`src/rtl/sevenseg_pkg.sv`:
```
package sevenseg_pkg;

    localparam int NSEG    = 7;
    localparam int MID_SEG = 3;

    // offset pattern slot for a segment: 0=ONN 1=OON 2=OOO 3=POO
    function automatic logic [1:0] pattern_slot(input logic [2:0] seg, input logic down);
        logic [1:0] m;
        m = (seg <= 3'd3) ? seg[1:0] : 2'(3'd6 - seg);
        return down ? (2'd3 - m) : m;
    endfunction

    // phase rotation amount of a sector (unused codes act as sector 1)
    function automatic logic [1:0] sector_rot(input logic [2:0] sec);
        case (sec)
            3'd2, 3'd5: return 2'd1;
            3'd3, 3'd6: return 2'd2;
            default:    return 2'd0;
        endcase
    endfunction

    function automatic logic sector_neg(input logic [2:0] sec);
        return (sec == 3'd2) || (sec == 3'd4) || (sec == 3'd6);
    endfunction

endpackage

```
`src/rtl/sevenseg_ctrl.sv`:
```
module sevenseg_ctrl
    import sevenseg_pkg::*;
#(
    parameter  int TW = 16,
    parameter  int LW = 4,
    localparam int PW = TW + 2
) (
    input  logic          clk,
    input  logic          rst_n,
    input  logic          load,
    input  logic [TW-1:0] t_a,
    input  logic [TW-1:0] t_b,
    input  logic [TW-1:0] t_zero,
    input  logic          tri_down,
    input  logic [2:0]    sector,
    input  logic [LW-1:0] base_a,
    input  logic [LW-1:0] base_b,
    input  logic [LW-1:0] base_c,
    output logic          run,
    output logic          boundary,
    output logic [2:0]    seg,
    output logic          act_down,
    output logic [2:0]    act_sector,
    output logic [LW-1:0] act_base_a,
    output logic [LW-1:0] act_base_b,
    output logic [LW-1:0] act_base_c
);

    typedef struct packed {
        logic [TW-1:0] ta;
        logic [TW-1:0] tb;
        logic [TW-1:0] t0;
        logic          dn;
        logic [2:0]    sec;
        logic [LW-1:0] ba;
        logic [LW-1:0] bb;
        logic [LW-1:0] bc;
    } prm_t;

    typedef struct packed {
        logic          run;
        logic          pv;
        logic [PW-1:0] cnt;
        prm_t          act;
        prm_t          pend;
    } st_t;

    st_t           st_d, st_q;
    prm_t          incoming;
    logic [PW-1:0] dur [NSEG];
    logic [PW-1:0] plen, last, acc;
    logic          bnd, found;
    logic [2:0]    seg_c;

    always_comb begin
        incoming.ta  = t_a;
        incoming.tb  = t_b;
        incoming.t0  = t_zero;
        incoming.dn  = tri_down;
        incoming.sec = sector;
        incoming.ba  = base_a;
        incoming.bb  = base_b;
        incoming.bc  = base_c;

        // symmetric segment lengths of the active set
        dur[0] = PW'(st_q.act.t0 >> 2);
        dur[1] = PW'(st_q.act.ta >> 1);
        dur[2] = PW'(st_q.act.tb >> 1);
        dur[3] = PW'(st_q.act.t0 >> 1);
        dur[4] = dur[2];
        dur[5] = dur[1];
        dur[6] = dur[0];

        plen = '0;
        for (int i = 0; i < NSEG; i++) begin
            plen = plen + dur[i];
        end
        last = (plen == '0) ? '0 : plen - 1'b1;
        bnd  = !st_q.run || (st_q.cnt == last);

        // current segment: first cumulative bound above the count
        acc   = '0;
        found = 1'b0;
        seg_c = 3'(MID_SEG);
        for (int i = 0; i < NSEG; i++) begin
            acc = acc + dur[i];
            if (!found && (st_q.cnt < acc)) begin
                seg_c = 3'(i);
                found = 1'b1;
            end
        end

        st_d = st_q;
        if (bnd) begin
            st_d.cnt = '0;
            if (load) begin
                st_d.act = incoming;
                st_d.run = 1'b1;
                st_d.pv  = 1'b0;
            end else if (st_q.pv) begin
                st_d.act = st_q.pend;
                st_d.run = 1'b1;
                st_d.pv  = 1'b0;
            end
        end else begin
            st_d.cnt = st_q.cnt + 1'b1;
            if (load) begin
                st_d.pend = incoming;
                st_d.pv   = 1'b1;
            end
        end
    end

    always_ff @(posedge clk or negedge rst_n) begin
        if (!rst_n) begin
            st_q <= '0;
        end else begin
            st_q <= st_d;
        end
    end

    assign run        = st_q.run;
    assign boundary   = bnd;
    assign seg        = seg_c;
    assign act_down   = st_q.act.dn;
    assign act_sector = st_q.act.sec;
    assign act_base_a = st_q.act.ba;
    assign act_base_b = st_q.act.bb;
    assign act_base_c = st_q.act.bc;

endmodule

```
`src/rtl/sevenseg_phase.sv`:
```
module sevenseg_phase
    import sevenseg_pkg::*;
#(
    parameter  int CELLS = 4,
    parameter  int LW    = 4,
    localparam int KW    = $clog2(CELLS + 1),
    localparam int HALF  = CELLS / 2
) (
    input  logic          run,
    input  logic [2:0]    seg,
    input  logic          down,
    input  logic [2:0]    sector,
    input  logic [LW-1:0] base_a,
    input  logic [LW-1:0] base_b,
    input  logic [LW-1:0] base_c,
    output logic [KW-1:0] lvl [3]
);

    localparam logic signed [LW:0] HI = (LW + 1)'(HALF);
    localparam logic signed [LW:0] LO = -HI;

    function automatic logic signed [LW:0] clamp(input logic signed [LW:0] v);
        if (v > HI) return HI;
        if (v < LO) return LO;
        return v;
    endfunction

    logic [1:0]         slot, rot;
    logic               neg;
    logic signed [LW:0] off [3];
    logic signed [LW:0] tri_l [3];
    logic signed [LW:0] out_l [3];
    logic signed [LW:0] k_s;

    always_comb begin
        slot = pattern_slot(seg, down);
        rot  = sector_rot(sector);
        neg  = sector_neg(sector);

        off[0] = (slot == 2'd3) ? (LW + 1)'(1) : '0;
        off[1] = (slot == 2'd0) ? -(LW + 1)'(1) : '0;
        off[2] = (slot <= 2'd1) ? -(LW + 1)'(1) : '0;

        tri_l[0] = clamp($signed({base_a[LW-1], base_a}) + off[0]);
        tri_l[1] = clamp($signed({base_b[LW-1], base_b}) + off[1]);
        tri_l[2] = clamp($signed({base_c[LW-1], base_c}) + off[2]);

        for (int p = 0; p < 3; p++) begin
            case (rot)
                2'd1:    out_l[p] = tri_l[(p + 1) % 3];
                2'd2:    out_l[p] = tri_l[(p + 2) % 3];
                default: out_l[p] = tri_l[p];
            endcase
            if (neg) begin
                out_l[p] = -out_l[p];
            end
        end

        for (int p = 0; p < 3; p++) begin
            k_s    = run ? (out_l[p] + HI) : HI;
            lvl[p] = KW'(k_s);
        end
    end

endmodule

```
`src/rtl/sevenseg_leg.sv`:
```
module sevenseg_leg #(
    parameter  int CELLS = 4,
    localparam int KW    = $clog2(CELLS + 1),
    localparam int GW    = 2 * CELLS
) (
    input  logic [KW-1:0] level,
    output logic [GW-1:0] gates
);

    int lo;

    always_comb begin
        lo = CELLS - int'(level);
        for (int n = 0; n < GW; n++) begin
            gates[n] = (n >= lo) && (n < lo + CELLS);
        end
    end

endmodule

```
`src/rtl/sevenseg_seq.sv`:
```
module sevenseg_seq #(
    parameter  int CELLS = 4,
    parameter  int TW    = 16,
    localparam int LW    = $clog2(CELLS + 1) + 1,
    localparam int KW    = $clog2(CELLS + 1),
    localparam int GW    = 2 * CELLS
) (
    input  logic                 clk,
    input  logic                 rst_n,
    input  logic                 load,
    input  logic [TW-1:0]        t_a,
    input  logic [TW-1:0]        t_b,
    input  logic [TW-1:0]        t_zero,
    input  logic                 tri_down,
    input  logic [2:0]           sector,
    input  logic signed [LW-1:0] base_a,
    input  logic signed [LW-1:0] base_b,
    input  logic signed [LW-1:0] base_c,
    output logic [GW-1:0]        gate_a,
    output logic [GW-1:0]        gate_b,
    output logic [GW-1:0]        gate_c
);

    logic          run_w, bnd_w, act_dn_w;
    logic [2:0]    seg_w, act_sec_w;
    logic [LW-1:0] act_ba_w, act_bb_w, act_bc_w;
    logic [KW-1:0] lvl_w [3];
    logic [GW-1:0] gate_w [3];

    sevenseg_ctrl #(.TW(TW), .LW(LW)) u_ctrl (
        .clk        (clk),
        .rst_n      (rst_n),
        .load       (load),
        .t_a        (t_a),
        .t_b        (t_b),
        .t_zero     (t_zero),
        .tri_down   (tri_down),
        .sector     (sector),
        .base_a     (base_a),
        .base_b     (base_b),
        .base_c     (base_c),
        .run        (run_w),
        .boundary   (bnd_w),
        .seg        (seg_w),
        .act_down   (act_dn_w),
        .act_sector (act_sec_w),
        .act_base_a (act_ba_w),
        .act_base_b (act_bb_w),
        .act_base_c (act_bc_w)
    );

    sevenseg_phase #(.CELLS(CELLS), .LW(LW)) u_phase (
        .run    (run_w),
        .seg    (seg_w),
        .down   (act_dn_w),
        .sector (act_sec_w),
        .base_a (act_ba_w),
        .base_b (act_bb_w),
        .base_c (act_bc_w),
        .lvl    (lvl_w)
    );

    for (genvar p = 0; p < 3; p++) begin : g_leg
        sevenseg_leg #(.CELLS(CELLS)) u_leg (
            .level (lvl_w[p]),
            .gates (gate_w[p])
        );
    end

    assign gate_a = gate_w[0];
    assign gate_b = gate_w[1];
    assign gate_c = gate_w[2];

endmodule

```
`config.mk`:
```
export PLATFORM = sky130hd
export DESIGN_NAME = sevenseg_seq
export DESIGN_NICKNAME = d
export VERILOG_FILES = /design/src/rtl/sevenseg_pkg.sv /design/src/rtl/sevenseg_ctrl.sv /design/src/rtl/sevenseg_phase.sv /design/src/rtl/sevenseg_leg.sv /design/src/rtl/sevenseg_seq.sv
export SDC_FILE = /design/constraint.sdc
export NUM_CORES = 1
export LEC_CHECK = 0
export ABC_AREA = 0
export BUFFER_PORTS_ARGS = -buffer_cell sky130_fd_sc_hd__buf_4
export CAP_MARGIN = 20
export CORE_MARGIN = 4
export CORE_UTILIZATION = 40
export CTS_CLUSTER_SIZE = 28
export DETAILED_ROUTE_END_ITERATION = 7
export PLACE_DENSITY = 0.61
export SYNTH_ARGS = -nofsm -noshare
export SYNTH_HDL_FRONTEND = slang
export SYNTH_SLANG_ARGS = --single-unit
```
`constraint.sdc`:
```
create_clock -name clk -period 15.1 [get_ports clk]
set_clock_uncertainty 0.05 [all_clocks]
set_input_delay 2.265 -clock clk [delete_from_list [all_inputs] [get_ports clk]]
set_output_delay 2.265 -clock clk [all_outputs]
set_load 0.02 [all_outputs]
```
# Word level (Yosys, flattened, before mapping)
# Index checks and enable logic that the tools add are counted.
dict set report totals {
  regBits 148
  latchBits 0
  mem_bits_rw 0
  mem_bits_ro 0
  input_bits 67
  out_inout_bits 24
  elab_cells 221
  n_memories 0
}
dict set report op_classes {
  addsub 25
  mul 0
  div 0
  n_lt_le_gt_ge 63
  eq_ne 9
  shifts 0
  n_mux 56
  n_bitwise 1
  reduce_logical 48
}
# operator count
set op_table {}
lappend op_table {{4-bit by 32-bit greater-or-equal comparator with 1-bit output (first input constant)} 12}
lappend op_table {{4-bit by 32-bit less-than comparator with 1-bit output (first input constant)} 12}
lappend op_table {{3-bit by 32-bit greater-or-equal comparator with 1-bit output (first input constant)} 6}
lappend op_table {{3-bit by 32-bit less-than comparator with 1-bit output (first input constant)} 6}
lappend op_table {{64-bit two-way mux} 2}
lappend op_table {{18-bit less-than comparator} 6}
lappend op_table {{32-bit by 4-bit adder with 32-bit output (second input constant)} 3}
lappend op_table {{1-bit by 32-bit greater-or-equal comparator with 1-bit output (first input constant)} 3}
lappend op_table {{2-bit by 32-bit greater-or-equal comparator with 1-bit output (first input constant)} 3}
lappend op_table {{1-bit by 32-bit less-than comparator with 1-bit output (first input constant)} 3}
lappend op_table {{2-bit by 32-bit less-than comparator with 1-bit output (first input constant)} 3}
lappend op_table {{18-bit by 15-bit adder with 18-bit output} 4}
lappend op_table {{3-bit two-way mux} 24}
lappend op_table {{1-bit logical AND} 30}
lappend op_table {{19-bit two-way mux} 1}
lappend op_table {{18-bit by 1-bit adder with 18-bit output (second input constant)} 1}
lappend op_table {{18-bit by 14-bit adder with 18-bit output} 1}
lappend op_table {{18-bit == test} 1}
lappend op_table {{18-bit logical NOT} 1}
lappend op_table {{18-bit by 14-bit less-than comparator with 1-bit output} 1}
lappend op_table {{18-bit two-way mux} 1}
lappend op_table {{3-bit one-hot mux with 2 select lines} 3}
lappend op_table {{18-bit by 1-bit subtractor with 18-bit output (second input constant)} 1}
lappend op_table {{1-bit two-way mux} 17}
lappend op_table {{25 further kinds} 57}

# Longest topological paths before layout
# Gate-level depths: netlist of the first run.
dict set report logic_depth {
  ltp_word 41
  ltp_mapped 74
  depth_no_buf 74
}

# Cells and area by module
# Synthesis of the first run repeated with hierarchy kept, for this count alone.
dict set report hier_totals {
  hier_cells 1762
  hier_area_um2 16311.9
}
# mod n_inst cells_each area_each_um2 seq_area_each_um2
set by_module_without_submodules {}
lappend by_module_without_submodules {sevenseg_ctrl 1 1491 14436.3 3553.4}
lappend by_module_without_submodules {sevenseg_phase 1 193 1335.0 0.0}
lappend by_module_without_submodules {sevenseg_leg 3 26 180.2 0.0}

# Worst setup path before layout of the first run
# Ideal clock, no wire load.
dict set report synth_timing {
  path_kind {reg2out}
  start {register u_ctrl.st_q, in the netlist u_ctrl.dur[0]}
  end {output port gate_a[1]}
  arrival_ns 13.055
  t_required_ns 12.785
  path_slack_ns -0.270
  stages_incl_launch_ff 66
  n_path_buf 0
  path_cell_list {dfrtp_1 > ha_1 > inv_1 > fa_1 > nor2b_1 > o21ai_0 > nand2b_1 > xor2_1 > ha_1 > o21a_1 > o31a_1 > o21ai_0 > nand2b_1 > xor2_1 > ha_1 > or3_4 > o22a_1 > xor2_1 > [30 not listed] > nor2_1 > mux2_2 > ha_1 > fa_1 > xor2_1 > or4_1 > a21boi_0 > a22oi_1 > nor2_1 > a21oi_1 > ha_1 > nand2_1 > o21ai_0 > and2_1 > ha_1 > nor3_1 > a21oi_1 > o22ai_1}
}
dict set report synth_via {
  elab_chain_len 41
  word_cells_on_any_way 86
  classes_between {add/sub: 15; order compare: 17; eq/ne: 1; mux: 39; reduce/logical: 14}
}
# item line_no
set synth_lines {}
lappend synth_lines {{start: declaration} sevenseg_ctrl.sv:48} ;# st_t st_d, st_q;
lappend synth_lines {{start signal: assignment} sevenseg_ctrl.sv:118} ;# st_q <= st_d;
lappend synth_lines {{parallel branches: the longest is 19 deep, another holds 18-bit by 15-bit adder with 18-bit output} -}
lappend synth_lines {{3-bit two-way mux (*)} sevenseg_ctrl.sv:87} ;# if (!found && (st_q.cnt < acc)) begin
lappend synth_lines {{3-bit by 2-bit less-or-equal comparator with 1-bit output or 2-bit subtractor (tied branches)} sevenseg_pkg.sv:9} ;# m = (seg <= 3'd3) ? seg[1:0] : 2'(3'd6 - seg);
lappend synth_lines {{2-bit two-way mux (*)} sevenseg_pkg.sv:9}
lappend synth_lines {{2-bit subtractor} sevenseg_pkg.sv:10} ;# return down ? (2'd3 - m) : m;
lappend synth_lines {{2-bit two-way mux (*)} sevenseg_pkg.sv:10}
lappend synth_lines {{2-bit by 1-bit less-or-equal comparator with 1-bit output, or another cell as far along} sevenseg_phase.sv:42} ;# off[2] = (slot <= 2'd1) ? -(LW + 1)'(1) : '0;
lappend synth_lines {{5-bit two-way mux, or another cell as far along} sevenseg_phase.sv:42}
lappend synth_lines {{[7 not listed]} -}
lappend synth_lines {{3-bit negation} sevenseg_phase.sv:55} ;# out_l[p] = -out_l[p];
lappend synth_lines {{3-bit two-way mux (*)} sevenseg_phase.sv:54} ;# if (neg) begin
lappend synth_lines {{3-bit adder (*)} sevenseg_phase.sv:60} ;# k_s = run ? (out_l[p] + HI) : HI;
lappend synth_lines {{3-bit two-way mux (*)} sevenseg_phase.sv:60}
lappend synth_lines {{3-bit by 3-bit subtractor with 4-bit output (*)} sevenseg_leg.sv:13} ;# lo = CELLS - int'(level);
lappend synth_lines {{32-bit by 4-bit adder with 32-bit output} sevenseg_leg.sv:15} ;# gates[n] = (n >= lo) && (n < lo + CELLS);
lappend synth_lines {{2-bit by 32-bit less-than comparator with 1-bit output} sevenseg_leg.sv:15}
lappend synth_lines {{1-bit logical AND (*)} sevenseg_leg.sv:15}
lappend synth_lines {{end: declaration} sevenseg_seq.sv:19} ;# output logic [GW-1:0] gate_a,
# Mark *: on every way between the ends. The select of a mux whose other input is x is not followed.

# Final worst setup path of the first run
# Same ends and word-level chain as after synthesis.

==> results.json, run 1 <==
{
  "r2r-end": "u_ctrl.st_q[47]",
  "maxSlewViolCount": 0,
  "setup_viol": 24,
  "max-cap-violations": 0,
  "r2r_slack_ps": 3460,
  "critPathKind": "register to output pin",
  "grt_pass1_wl_mm": 69.9,
  "ys_top_cells_by_area": "dfrtp_1 (23%), ha_1 (18%), mux2_1 (5.7%)",
  "synth_edf_count": 0,
  "start_util": 0.409,
  "netlist.area_leader.share": 0.235,
  "port_buffers": 87,
  "grt_setup_unrepaired": "yes",
  "grt_max_degree": 80,
  "firstDrtPassIters": 5,
  "ys_seq_area_frac": 0.235,
  "async_reset_ff_frac": 1.00,
  "fin_cells": 2569,
  "wl_per_cell_um": 17.3,
  "fmax_mhz": 63.2,
  "dpl.hpwl_mm": 32.8,
  "final_area_um2": 21000,
  "root_buffer": "clkbuf_16",
  "yosysWarnings": 0,
  "die_x_um": 203,
  "core_area_um2": 37000,
  "ctsLongestPathBuffers": 2,
  "drt-initial-drc-count": 575,
  "ios": 91,
  "slew_headroom": 0.258,
  "path_max_fanout": 6,
  "dp.cells": 2446,
  "min_path_type": "register to register",
  "post_synth_num_cell_types": 87,
  "postSynthAreaPerCell_um2": 9.37,
  "design.die.area_um2": 41000,
  "yosysMostFrequentCell": "ha_1",
  "clk_pin_slew_ps": 70,
  "r2r-start": "u_ctrl.dur[0]",
  "arrival_ps": 13510,
  "htree_num_levels": 4,
  "cp-start-kind": "register",
  "crit_required_ps": 12790,
  "ant_nets": 0,
  "status": "finished with violations",
  "cp-end-kind": "output pin",
  "synth_flop_cell": "dfrtp_1",
  "placementRows": 70,
  "die_h_um": 203,
  "rr_worst_depth": 59,
  "synth_cells": 1615,
  "gr-total-overflow": 0,
  "n_antenna_cell": 0,
  "nets": 2345,
  "synth_nets": 1908,
  "drive_above_1_share": 0.375,
  "synth_common_cells": "ha_1 (218), dfrtp_1 (142), inv_1 (128)",
  "cts-buffers-inserted": 17,
  "place_area_um2": 18400,
  "place.gp.congestion": 0.943,
  "grt_usage": 0.209,
  "tns_ps": -9860,
  "ys_ff_latch": 142,
  "violations": "negative setup slack",
  "synthToLayoutAreaGrowth_pct": 39.0,
  "antenna_found_initial": 0,
  "routed_wl_mm": 44.5,
  "vias": 13700,
  "worst_slack_ps": -728,
  "fin_crit_sh": 1.05,
  "hold_violations": 0,
  "period_needed_ps": 15830,
  "synth_area_um2": 15100,
  "clock_latency_ps": 450,
  "hold_ws_ps": 418,
  "crit_end": "gate_a[1]",
  "max_stage_delay_ps": 510,
  "cts.sinks": 142,
  "worst_pin_slew_ps": 1110,
  "startpoint": "u_ctrl.dur[0]",
  "cp_slowest_cell": "or4_4",
  "cts_tree": "done",
  "drc": 0,
  "yosysTopAreaCell": "dfrtp_1",
  "grt_pass1_vias": 14200,
  "viasPerCell": 5.33
}
-- placed cells by master, fill, tap and decap left out, drive strengths merged, types with 5 or more instances in the layout --
cell type / instances
nand2: 58
nand3: 29
nor3: 26
and3: 19
ha: 218
o31ai: 7
clkbuf: 20
a31oi: 7
or2: 9
a21oi: 90
inv: 136
nand4: 13
mux2: 155
and2: 7
o21bai: 17
or4: 5
a211oi: 21
o211ai: 16
a21boi: 8
o21a: 26
a22oi: 12
o22ai: 9
xnor2: 88
buf: 458
dfrtp: 142
nor4: 6
fa: 8
o31a: 7
mux2i: 37
o21ai: 73
nor2b: 21
xor2: 54
nand2b: 32
nor2: 98
a21o: 67
or3: 7
-- cell type report --
class | count | area [um2]
Fill cell | 3160 | 15900
Multi-Input combinational cell | 1303 | 12200
Timing Repair Buffer | 458 | 3590
Sequential cell | 142 | 3550
Tap cell | 504 | 631
Inverter | 130 | 493
Clock buffer | 20 | 457
Clock inverter | 12 | 148
-- through the flow --
step                      utilization  setup slack [ps]
after detailed placement        0.498              -997
after CTS                       0.544              -577
final                           0.569              -728
after floorplan                     -             -7.06
after global placement          0.498              -753
after global routing            0.569             -1400
-- per-layer routing --
| metal | wire length [um] | vias up | track usage |
|---|---|---|---|
| li1 | - | 6707 | - |
| met1 | 19600 | 6667 | 0.257 |
| met2 | 22000 | 246 | 0.374 |
| met3 | 1760 | 80 | 0.0366 |
| met4 | 1150 | 0 | 0.0623 |
| met5 | 0 | - | 0 |
-- what timing repair did --
item / 4_1_cts / 5_1_grt
endpoints found under the setup margin: 24 / 24
hold endpoints to repair: 0 / 0
hold buffers: 0 / 0
gates resized for setup: 155 / 116
buffers inserted: 63 / 29
pin swaps: 97 / 86
-- critical path: cells and delay by family, from the launching register on --
kind | cells | cell delay, ps
AO/OA/AOI/OAI | 20 | 3530
XOR/XNOR | 6 | 1130
adder cells (fa/ha/maj) | 13 | 3490
buffers and inverters | 12 | 1490
flip-flops | 1 | 400
multiplexers | 2 | 600
AND/OR/NAND/NOR | 16 | 2410
-- registers in the layout, summed over array words and instances (netlist names) --
name and cells:
u_ctrl.st_q 80, u_ctrl.dur 45, u_ctrl.act_base_a 4, u_ctrl.act_base_b 4, u_ctrl.act_base_c 4, u_ctrl.act_sector 3, u_ctrl.act_down 1, u_ctrl.run 1
-- kinds of logic after synthesis --
group / share of synthesized area
adder cells (fa/ha/maj): 0.193
multiplexers: 0.147
buffers and inverters: 0.0459
AO/OA/AOI/OAI: 0.176
AND/OR/NAND/NOR: 0.115
XOR/XNOR: 0.0883
flip-flops: 0.235
-- worst min path at each step --
stage                      from    endpoint  slack (ps)  depth (start not counted)
6_report       u_ctrl.st_q[146]  u_ctrl.run         420                          1
5_1_grt        u_ctrl.st_q[146]  u_ctrl.run         450                          1
4_1_cts        u_ctrl.st_q[146]  u_ctrl.run         420                          1
3_5_place_dp   u_ctrl.st_q[146]  u_ctrl.run         400                          1
3_3_place_gp   u_ctrl.st_q[146]  u_ctrl.run         390                          1
2_1_floorplan  u_ctrl.st_q[146]  u_ctrl.run         380                          1
Power of run 1 is left out: the tool's default activity adds up to more than one toggle a clock period on the data nets, which glitch-free logic cannot reach.
==> run 2, diff against run 1 <==
--- a/config.mk
+++ b/config.mk
@@ -12,7 +12,7 @@
 export CORE_UTILIZATION = 40
 export CTS_CLUSTER_SIZE = 28
 export DETAILED_ROUTE_END_ITERATION = 7
-export PLACE_DENSITY = 0.61
+export PLACE_DENSITY = 0.59
 export SYNTH_ARGS = -nofsm -noshare
 export SYNTH_HDL_FRONTEND = slang
 export SYNTH_SLANG_ARGS = --single-unit
==> constraint.sdc (replaced) <==
create_clock -name clk -period 19.1 [get_ports clk]
set_clock_uncertainty 0.05 [all_clocks]
set_input_delay 2.865 -clock clk [delete_from_list [all_inputs] [get_ports clk]]
set_output_delay 2.865 -clock clk [all_outputs]
set_load 0.02 [all_outputs]
==> run 2 against run 1 <==
Count of clock-buffer cells in the layout fell by 2. Routed wire length decreased by 14%. Sequential cell count is the same. Critical endpoint unchanged. Highest routed layer unchanged. Core utilization fell by 11 points. Final cell count shrank 14%. The flow now finishes without violations. Worst hold slack improved by 2.9 ps. Worst setup slack improved by 1900 ps.
==> results.json, run 2 (synthesis gave the netlist of run 1 again) <==
{
  "synthToLayoutAreaGrowth_pct": 11.8,
  "largest_reg_flops": 80,
  "die_h_um": 203,
  "dpl.hpwl_mm": 30.2,
  "root_buffer": "clkbuf_16",
  "cts-buffers-inserted": 17,
  "antenna_found_initial": 0,
  "rr_worst_depth": 44,
  "grt_pass1_wl_mm": 62.4,
  "port_buffers": 87,
  "routed_wl_mm": 38.2,
  "arrival_ps": 15010,
  "cts_tree": "done",
  "final_common_cell": "ha_1",
  "r2r_slack_ps": 7480,
  "hold_violations": 0,
  "nets": 1980,
  "path_max_fanout": 5,
  "drive_above_1_share": 0.141,
  "ios": 91,
  "period_needed_ps": 17920,
  "place.gp.congestion": 0.907,
  "worst_pin_slew_ps": 1100,
  "cts.sinks": 142,
  "startpoint": "u_ctrl.dur[0]",
  "grt_max_degree": 89,
  "vias": 12000,
  "final_cell_mix": "ha_1 (218), dfrtp_1 (142), inv_1 (128)",
  "hold_ws_ps": 421,
  "cp-start-kind": "register",
  "grt_pass1_vias": 12000,
  "max-cap-violations": 0,
  "critPathKind": "register to output pin",
  "max_stage_delay_ps": 590,
  "clock_latency_ps": 450,
  "cp_common_cell": "ha_1",
  "ctsLongestPathBuffers": 2,
  "viasPerCell": 5.45,
  "grt_setup_unrepaired": "no",
  "start_util": 0.409,
  "tns_ps": 0,
  "fin_util": 0.458,
  "fmax_mhz": 55.8,
  "r2r-start": "u_ctrl.dur[0]",
  "drc": 0,
  "core_area_um2": 37000,
  "firstDrtPassIters": 5,
  "grt_usage": 0.187,
  "min_path_type": "register to register",
  "cp-end-kind": "output pin",
  "placementRows": 70,
  "cp.depth": 65,
  "htree_num_levels": 4,
  "cp_slowest_cell": "o41ai_1",
  "drt-initial-drc-count": 638,
  "crit_end": "gate_a[1]",
  "clk_pin_slew_ps": 70,
  "largest-register": "u_ctrl.st_q",
  "wl_per_cell_um": 17.3,
  "fin_crit_sh": 0.938,
  "r2r-end": "u_ctrl.dur[45]",
  "status": "finished clean",
  "setup_viol": 0,
  "slew_headroom": 0.257,
  "n_antenna_cell": 0,
  "maxSlewViolCount": 0,
  "hold_buffers": 0,
  "crit_buf_inv": 5,
  "gr-total-overflow": 0,
  "path_delay_family": "adder cells",
  "ant_nets": 0,
  "die_x_um": 203,
  "crit_required_ps": 16190,
  "design.die.area_um2": 41000
}
run 2: worst register-to-register path, delay by kind of cell (launching register included):
family	cells	cell delay (ps)
xor gates and xnor gates	6	1310
AOI/OAI and AO/OA	19	4160
and+or+nand+nor	7	1800
muxes	1	480
buffers and inverters	3	590
adders and majority gates	8	2680
DFF	1	460
run 2: cell type report:
| cell class | instances | area (um2) |
|---|---|---|
| fill | 3603 | 20000 |
| timing repair buffer | 93 | 702 |
| tap | 504 | 631 |
| clock buffer | 18 | 439 |
| inverter | 130 | 488 |
| multi-input combinational | 1303 | 10900 |
| clock inverter | 13 | 156 |
| sequential | 142 | 3550 |
run 2: layer usage:
metal | global-route usage | share of wire | wire, um | up-vias
li1 | - | - | - | 5983
met4 | 0.0468 | 0.014 | 547 | 0
met3 | 0.0270 | 0.027 | 1040 | 32
met5 | 0 | 0 | 0 | -
met2 | 0.316 | 0.47 | 18100 | 157
met1 | 0.252 | 0.48 | 18500 | 5836
run 2: what timing repair did:
action	in CTS	in global routing
gates resized for setup	0	11
buffers inserted	0	0
setup endpoints to repair	0	22
endpoints found under the hold margin	0	0
run 2: how the worst min path moves through the flow:
stage                      from         end  slack, ps  depth (start not counted)
4_1_cts        u_ctrl.st_q[146]  u_ctrl.run        420                          1
3_3_place_gp   u_ctrl.st_q[146]  u_ctrl.run        390                          1
5_1_grt        u_ctrl.st_q[146]  u_ctrl.run        440                          1
2_1_floorplan  u_ctrl.st_q[146]  u_ctrl.run        380                          1
6_report       u_ctrl.st_q[146]  u_ctrl.run        420                          1
3_5_place_dp   u_ctrl.st_q[146]  u_ctrl.run        410                          1
run 2: stage by stage:
stage / instance area (um2) / instances / worst slack [ps]
2_1_floorplan: 15100 / 1615 / 3130
5_1_grt: 16900 / 2203 / 63.3
4_1_cts: 16900 / 2203 / 54.1
3_3_place_gp: 16300 / 2172 / 888
6_report: 16900 / 2203 / 1180
3_5_place_dp: 16300 / 2172 / 599
Power of run 2 is left out for the same reason.
==> run 3, diff against run 2 <==
--- a/config.mk
+++ b/config.mk
@@ -9,10 +9,11 @@
 export BUFFER_PORTS_ARGS = -buffer_cell sky130_fd_sc_hd__buf_4
 export CAP_MARGIN = 20
 export CORE_MARGIN = 4
-export CORE_UTILIZATION = 40
+export CORE_UTILIZATION = 30
 export CTS_CLUSTER_SIZE = 28
 export DETAILED_ROUTE_END_ITERATION = 7
-export PLACE_DENSITY = 0.59
+export GPL_TIMING_DRIVEN = 0
+export PLACE_DENSITY = 0.48
 export SYNTH_ARGS = -nofsm -noshare
 export SYNTH_HDL_FRONTEND = slang
 export SYNTH_SLANG_ARGS = --single-unit
==> run 3 against run 2 <==
Critical path depth increased by 2. Core utilization decreased by 11 points. Maximum frequency decreased by 0.81%. Sequential cell count unchanged. Count of clock-buffer cells in the layout increased by 1. First-iteration DRC count decreased by 8.2%. Largest cell class unchanged.
==> results.json, run 3 (synthesis gave the netlist of run 1 again) <==
{
  "max-cap-violations": 0,
  "fin_util": 0.348,
  "maxSlewViolCount": 0,
  "fmax_mhz": 55.3,
  "path_delay_family": "adder cells",
  "grt_pass1_wl_mm": 70.0,
  "hold_violations": 0,
  "hp-start": "u_ctrl.st_q[146]",
  "routed_wl_mm": 44.0,
  "vias": 12300,
  "path_max_fanout": 7,
  "place.gp.congestion": 0.905,
  "viasPerCell": 5.10,
  "dpl.hpwl_mm": 36.2,
  "nets": 2017,
  "r2r_slack_ps": 7940,
  "grt_max_degree": 92,
  "status": "finished clean",
  "r2r-end": "u_ctrl.st_q[40]",
  "cts-buffers-inserted": 17,
  "slew_headroom": 0.433,
  "largest-register": "u_ctrl.st_q",
  "cts_tree": "done",
  "drive_above_1_share": 0.150,
  "gr-total-overflow": 0,
  "ant_nets": 0,
  "critPathKind": "register to output pin",
  "die_x_um": 233,
  "final_cell_mix": "ha_1 (218), dfrtp_1 (142), inv_1 (128)",
  "die_h_um": 233,
  "final_common_cell": "ha_1",
  "cp-end-kind": "output pin",
  "ios": 91,
  "period_needed_ps": 18070,
  "grt_pass1_vias": 12600,
  "design.die.area_um2": 54100,
  "firstDrtPassIters": 5,
  "drt-initial-drc-count": 586,
  "grt_setup_unrepaired": "no",
  "placementRows": 82,
  "cts.sinks": 142,
  "ctsLongestPathBuffers": 2,
  "drc": 0,
  "cp-start-kind": "register",
  "worst_pin_slew_ps": 851,
  "crit_buf_inv": 4,
  "rr_worst_depth": 43,
  "grt_usage": 0.167,
  "cp_common_cell": "ha_1",
  "clk_pin_slew_ps": 80,
  "wl_per_cell_um": 18.3,
  "whs_endpoint": "u_ctrl.run",
  "synthToLayoutAreaGrowth_pct": 14.8,
  "htree_num_levels": 4,
  "r2r-start": "u_ctrl.dur[18]",
  "arrival_ps": 15150,
  "start_util": 0.303,
  "fin_crit_sh": 0.946,
  "root_buffer": "clkbuf_16",
  "clock_latency_ps": 460,
  "antenna_found_initial": 1,
  "whs_path_depth": 1,
  "min_path_type": "register to register",
  "hold_buffers": 0,
  "crit_required_ps": 16190,
  "setup_viol": 0,
  "max_stage_delay_ps": 590,
  "cp_slowest_cell": "or4_1",
  "core_area_um2": 50000,
  "port_buffers": 86,
  "largest_reg_flops": 80
}
run 3: area by class of cell:
type,count,area [um2]
diodes,1,2.50
clock inverters,13,155
multi-input cells,1303,11000
flip-flops and latches,142,3550
repair buffers,90,697
inverters,130,488
well taps,672,841
clock buffers,19,443
plain buffers,40,206
fillers,5183,32600
run 3: repair_timing:
item	in CTS	in global routing
pin swaps	0	1
setup endpoints to repair	22	21
setup buffers	0	1
gates resized for setup	4	15
run 3: per-stage QoR:
| step | TNS [ps] | hold WS [ps] | setup WS (ps) | cells | area, um2 |
|---|---|---|---|---|---|
| finish | 0 | 414 | 1030 | 2410 | 17400 |
| global route | 0 | 425 | 16.9 | 2409 | 17400 |
| CTS | 0 | 417 | 160 | 2406 | 17300 |
| detailed placement | -1240 | 394 | -303 | 2374 | 16700 |
| global placement | -96.2 | 393 | -74.3 | 2373 | 16600 |
| floorplan | 0 | 384 | 3130 | 1615 | 15100 |
run 3: worst max-delay path by stage:
stage	startpoint	endpoint	slack, ps	depth (start not counted)
floorplan	u_ctrl.dur[0]	gate_a[1]	3130	65
CTS	u_ctrl.dur[1]	gate_a[1]	160	65
detailed placement	u_ctrl.dur[1]	gate_a[1]	-300	65
finish	u_ctrl.dur[18]	gate_a[1]	1030	67
global route	u_ctrl.dur[1]	gate_a[5]	20	66
global placement	u_ctrl.dur[1]	gate_a[1]	-70	65
run 3: metal layers:
metal	part of all wire	wire length, um	vias up	GRT usage
met5	0.00045	20	-	0
met4	0.033	1460	2	0.0607
met3	0.040	1760	55	0.0304
met2	0.47	20500	195	0.282
met1	0.46	20300	5956	0.215
li1	-	-	6072	-
Power of run 3 is left out for the same reason.
